**src/rtl/mtx_pkg.sv**
```systemverilog
package mtx_pkg;

  // One Manchester II cell as {first half, second half}
  function automatic logic [1:0] mcell(input logic b);
    return {b, ~b};
  endfunction

  // Line level of the leading sync half for a given sync type
  function automatic logic sync_lead(input logic is_cmd);
    return is_cmd;
  endfunction

endpackage

```
**src/rtl/mtx_slot_timer.sv**
```systemverilog
module mtx_slot_timer #(
  parameter int HALF_CYC = 8,
  parameter int NSLOT    = 40
) (
  input  logic clk,
  input  logic rst_n,
  input  logic start,
  input  logic run,
  output logic slot_end,
  output logic word_end,
  output logic [$clog2(NSLOT)-1:0] slot_idx
);
  localparam int CW = (HALF_CYC > 1) ? $clog2(HALF_CYC) : 1;
  localparam int SW = $clog2(NSLOT);

  logic [CW-1:0] cnt;
  logic [SW-1:0] slot;

  assign slot_end = run && (cnt == CW'(HALF_CYC - 1));
  assign word_end = slot_end && (slot == SW'(NSLOT - 1));
  assign slot_idx = slot;

  always_ff @(posedge clk) begin
    if (!rst_n) begin
      cnt  <= '0;
      slot <= '0;
    end else if (start) begin
      cnt  <= '0;
      slot <= '0;
    end else if (run) begin
      if (slot_end) begin
        cnt  <= '0;
        slot <= word_end ? '0 : slot + 1'b1;
      end else begin
        cnt <= cnt + 1'b1;
      end
    end
  end

endmodule

```
**src/rtl/mtx_pattern_reg.sv**
```systemverilog
module mtx_pattern_reg #(
  parameter int DATA_W  = 16,
  parameter int SYNC_HB = 3,
  parameter int NSLOT   = 2 * SYNC_HB + 2 * (DATA_W + 1)
) (
  input  logic              clk,
  input  logic              rst_n,
  input  logic              load,
  input  logic              shift,
  input  logic [DATA_W-1:0] data,
  input  logic              is_cmd,
  output logic              head
);
  import mtx_pkg::*;

  logic [NSLOT-1:0] pat;
  logic [NSLOT-1:0] sreg;
  logic             par;

  // Odd parity over payload plus parity bit
  assign par = ~(^data);

  genvar gi;
  generate
    for (gi = 0; gi < SYNC_HB; gi++) begin : g_sync
      assign pat[NSLOT-1-gi]         = sync_lead(is_cmd);
      assign pat[NSLOT-1-SYNC_HB-gi] = ~sync_lead(is_cmd);
    end
    for (gi = 0; gi < DATA_W; gi++) begin : g_bits
      assign pat[NSLOT-1-2*SYNC_HB-2*gi -: 2] = mcell(data[DATA_W-1-gi]);
    end
  endgenerate
  assign pat[1:0] = mcell(par);

  always_ff @(posedge clk) begin
    if (!rst_n)
      sreg <= '0;
    else if (load)
      sreg <= pat;
    else if (shift)
      sreg <= {sreg[NSLOT-2:0], 1'b0};
  end

  assign head = sreg[NSLOT-1];

endmodule

```
**src/rtl/mtx_word_tx.sv**
```systemverilog
module mtx_word_tx #(
  parameter int HALF_CYC = 8,
  parameter int DATA_W   = 16,
  parameter int SYNC_HB  = 3
) (
  input  logic              clk,
  input  logic              rst_n,
  input  logic              in_valid,
  output logic              in_ready,
  input  logic [DATA_W-1:0] in_data,
  input  logic              in_is_cmd,
  output logic              line_pos,
  output logic              line_neg,
  output logic              drive_en,
  output logic              busy
);
  localparam int NSLOT = 2 * SYNC_HB + 2 * (DATA_W + 1);
  localparam int SW    = $clog2(NSLOT);

  logic          active;
  logic          accept;
  logic          slot_end;
  logic          word_end;
  logic [SW-1:0] slot_idx;
  logic          head;

  assign in_ready = !active || word_end;
  assign accept   = in_valid && in_ready;

  always_ff @(posedge clk) begin
    if (!rst_n)
      active <= 1'b0;
    else if (accept)
      active <= 1'b1;
    else if (word_end)
      active <= 1'b0;
  end

  mtx_slot_timer #(.HALF_CYC(HALF_CYC), .NSLOT(NSLOT)) u_timer (
    .clk      (clk),
    .rst_n    (rst_n),
    .start    (accept),
    .run      (active),
    .slot_end (slot_end),
    .word_end (word_end),
    .slot_idx (slot_idx)
  );

  mtx_pattern_reg #(.DATA_W(DATA_W), .SYNC_HB(SYNC_HB), .NSLOT(NSLOT)) u_pat (
    .clk    (clk),
    .rst_n  (rst_n),
    .load   (accept),
    .shift  (slot_end),
    .data   (in_data),
    .is_cmd (in_is_cmd),
    .head   (head)
  );

  assign line_pos = active & head;
  assign line_neg = active & ~head;
  assign drive_en = active;
  assign busy     = active;

  // Line pair complementary while driven
  assert_complement_R6: assert property (@(posedge clk) disable iff (!rst_n)
    drive_en |-> (line_pos != line_neg));
  assert_idle_low_R6: assert property (@(posedge clk) disable iff (!rst_n)
    !drive_en |-> (!line_pos && !line_neg));
  // Mid-cell transition inside every payload/parity cell
  assert_midbit_flip_R1: assert property (@(posedge clk) disable iff (!rst_n)
    (slot_end && !word_end && (int'(slot_idx) >= 2 * SYNC_HB) && !slot_idx[0])
      |=> (line_pos != $past(line_pos)));
  // Sync level flat within each half, flips between halves
  assert_sync_flat_R2: assert property (@(posedge clk) disable iff (!rst_n)
    (slot_end && (int'(slot_idx) != SYNC_HB - 1) && (int'(slot_idx) < 2 * SYNC_HB - 1))
      |=> $stable(line_pos));
  assert_sync_turn_R2: assert property (@(posedge clk) disable iff (!rst_n)
    (slot_end && (int'(slot_idx) == SYNC_HB - 1)) |=> (line_pos != $past(line_pos)));
  // Busy and handshake
  assert_busy_rise_R8: assert property (@(posedge clk) disable iff (!rst_n)
    accept |=> busy);
  assert_ready_low_R8: assert property (@(posedge clk) disable iff (!rst_n)
    (busy && !word_end) |-> !in_ready);
  assert_release_R5: assert property (@(posedge clk) disable iff (!rst_n)
    (word_end && !accept) |=> !busy);
  assert_chain_R7: assert property (@(posedge clk) disable iff (!rst_n)
    (word_end && accept) |=> drive_en);

endmodule

```
**config.mk**
```make
export PLATFORM = sky130hd
export DESIGN_NAME = mtx_word_tx
export DESIGN_NICKNAME = d
export VERILOG_FILES = /design/src/rtl/mtx_pkg.sv /design/src/rtl/mtx_slot_timer.sv /design/src/rtl/mtx_pattern_reg.sv /design/src/rtl/mtx_word_tx.sv
export SDC_FILE = /design/constraint.sdc
export NUM_CORES = 1
export LEC_CHECK = 0
export BUFFER_PORTS_ARGS = -buffer_cell sky130_fd_sc_hd__buf_2
export CAP_MARGIN = 10
export CORE_MARGIN = 1
export CORE_UTILIZATION = 58
export DETAILED_ROUTE_END_ITERATION = 16
export MAX_ROUTING_LAYER = met4
export PLACE_DENSITY = 0.77
export SYNTH_ARGS = -nofsm -noshare
export SYNTH_HDL_FRONTEND = slang
export SYNTH_HIERARCHICAL = 1
export SYNTH_SLANG_ARGS = --single-unit
```
**constraint.sdc**
```tcl
create_clock -name clk -period 2.88 [get_ports clk]
set_clock_uncertainty 0.15 [all_clocks]
set_input_delay 0.72 -clock clk [delete_from_list [all_inputs] [get_ports clk]]
set_output_delay 0.72 -clock clk [all_outputs]
set_load 0.01 [all_outputs]
```
==> results.cfg <==
[status]
status = finished clean

[detailed_routing]
drt_iter0_markers = 77
drtAntennaViolNets = 0
via_per_inst = 5.35
first_pass_iters = 4
wl_per_cell_um = 12.6
routed_wl_um = 4150
routed-via-count = 1764
drc = 0

[sta]
maxSlewHeadroom = 0.744
max_freq_ghz = 0.361
layout_min_cycle_time_ns = 2.77
report.final.setup_viol = 0
finalHoldViolCount = 0
finalCritPeriodShare = 0.961
rsz0062_at_grt = no
slew_violations = 0
tightestPinTransition_ns = 0.385
tns_ns = 0

[die]
core_um2 = 3800
die_h_um = 66.1
core.rowCount = 22
dieWidth_um = 66.1
die_area_um2 = 4370
initial_utilization = 0.628
boundaryPins = 25

[critical_path]
crit_slowest_cell = dfxtp_1
worstPathArrival_ns = 1.90
start_kind = register
cp.required_ns = 2.01
critPathKind = register to output port
critPathMaxStageDelay_ns = 0.37
path_delay_family = simple AND/OR/NAND/NOR gates
cp_num_buf_inv = 1
crit_chain = ha_1 -> ha_1 -> nand3_2 -> nor3_2 -> nand2b_4 -> buf_2
cpMostUsedCell = ha_1
critPathMaxFanout = 7
end_kind = output port

[synthesis]
synth_top_area_frac = 0.420
syn_nets = 285
ys_ff_latch = 50
syn_inst = 262
yosysWarnings = 6
synth.distinct_cells = 35
ys_seq_area_frac = 0.420
synth_area_leader_cell = dfxtp_1
netlist_area_um2 = 2380
syn_area_per_cell_um2 = 9.10
synth_area_leaders = dfxtp_1 (42%), mux2i_1 (16%), nand2_1 (6.1%)

[power]
pwr-share-comb = 0.144
p_seq_frac = 0.551
p_switching_uw = 350
max-vdd-ir-drop_v = 0.000415
power_density_nw_per_um2 = 521
internal-power_uw = 1030
power.share.clock = 0.305
p_leak_uw = 0.00104
switching_share = 0.255

[final_layout]
antenna_cells = 0
drive_gt1_frac = 0.163
final_util = 0.695
fin_area_um2 = 2640
area_growth_pct = 10.8
multiInputGateArea_um2 = 1290
nFillCells = 332
nNetsFinal = 304
register_area_um2 = 1000

[cts]
clock_path_buffers = 2
h-tree-depth = 2
cts_hold_buf = 0
numCtsBuffers = 5
cts.sinks = 50
cts_resized = 1
clk_latency_ns = 0.30
path_clk_slew_ns = 0.08
cts_setup_buffers = 0
cts-root-buf = clkbuf_8
cts_tree = yes

[global_routing]
antenna_found_initial = 0
grt.busiest_layer = met2
grt.met2_usage = 0.365
gr-usage-all-layers = 0.221
grt_max_degree = 39
use_met1 = 0.267
grt_pass1_vias = 1698
overflow = 0
met3_usage = 0.0397
grt_pass1_wl_um = 7260

[placement]
placed_area_um2 = 2540
place_congestion = 0.825
port_buffers = 24
hpwl_um = 2780

[flow_run]
maxCapViolations = 0

[worst_hold_path]
holdCritPathClass = register to register
## power by group through the flow
stage,logic (uW),registers (uW),clock network [uW]
final,198,759,420
after global routing,222,765,466
after CTS,200,759,434
after detailed placement,198,775,0
after global placement,194,773,0
after floorplan,150,770,0
## logic make-up (layout without fill, tap and decap cells)
logic type	after synthesis	after routing	synth area share
AOI/OAI and AO/OA	38	38	0.0897
xor gates and xnor gates	16	16	0.0588
adders and majority gates	3	3	0.0157
buffers and inverters	23	43	0.0420
DFF	50	50	0.420
muxes	40	40	0.168
and+or+nand+nor	92	92	0.206
## worst register-to-register path, delay by kind of cell (launching register included)
| kind | cells | cell delay (ns) |
|---|---|---|
| simple gates | 6 | 1.09 |
| fa+ha+maj | 2 | 0.46 |
| flops | 1 | 0.37 |
| buf+inv | 1 | 0.31 |
| compound gates | 1 | 0.10 |
## path summary, 6_finish.rpt
check                 start              to  cells after the start  slack, ns
min reg2reg  u_timer/cnt[2]  u_timer/cnt[2]                      2       0.32
max reg2reg  u_timer/cnt[0]  u_pat/sreg[33]                     10       0.35
max          u_timer/cnt[0]        in_ready                      6       0.11
min          u_timer/cnt[2]  u_timer/cnt[2]                      2       0.32
## cell usage in the layout, fill, tap and decap left out, types with 6 or more instances in the layout
cell | synthesis | final
dfxtp_1 | 50 | 50
mux2i_1 | 39 | 39
nand2_1 | 39 | 39
buf_2 | 5 | 24
o21ai_0 | 20 | 20
and2_1 | 17 | 17
and3_1 | 16 | 16
xnor2_1 | 14 | 14
a21oi_1 | 13 | 13
clkbuf_8 | 0 | 6
## synth_stat cells, drive strengths merged
cell type / count
nand3: 3
o2bb2ai: 1
a21boi: 1
mux2: 1
nand2: 39
nand3b: 1
and2: 18
nand4: 1
xnor2: 14
o21ai: 20
and3: 16
dfxtp: 50
nand2b: 2
a21oi: 13
ha: 3
xor2: 2
nor2: 3
mux2i: 39
clkbuf: 11
inv: 5
or3b: 1
a211oi: 1
a31o: 1
nor4bb: 1
or3: 3
or4: 1
buf: 7
nor2b: 1
nor3: 1
o31ai: 1
nor3b: 1
## area by class of cell
class,instances,area share
tap,48,0.0227
clock buffer,6,0.0313
clock inverter,2,0.00474
multi-input combinational,189,0.488
timing repair buffer,30,0.0673
sequential,50,0.379
inverter,5,0.00711
## per-stage QoR
step | hold WS (ns) | power, uW | std cells | worst slack (ns)
final | 0.325 | 1380 | 330 | 0.111
after global routing | 0.372 | 1450 | 330 | 0.0152
after CTS | 0.326 | 1390 | 330 | 0.113
after detailed placement | 0.311 | 973 | 322 | 0.305
after global placement | 0.308 | 968 | 322 | 0.427
after floorplan | 0.293 | 919 | 262 | 0.426
## sequential cells by signal, indices dropped and copies added (netlist names)
name / flops
u_timer/slot_idx: 6
u_timer/cnt: 3
u_pat/sreg: 40
busy: 1
## routing by layer
layer	part of all wire	wire length, um
met1	0.49	2020
met4	0.017	70
met2	0.47	1940
met3	0.028	116
met5	0	0
Power figures use the tool's default switching activity.
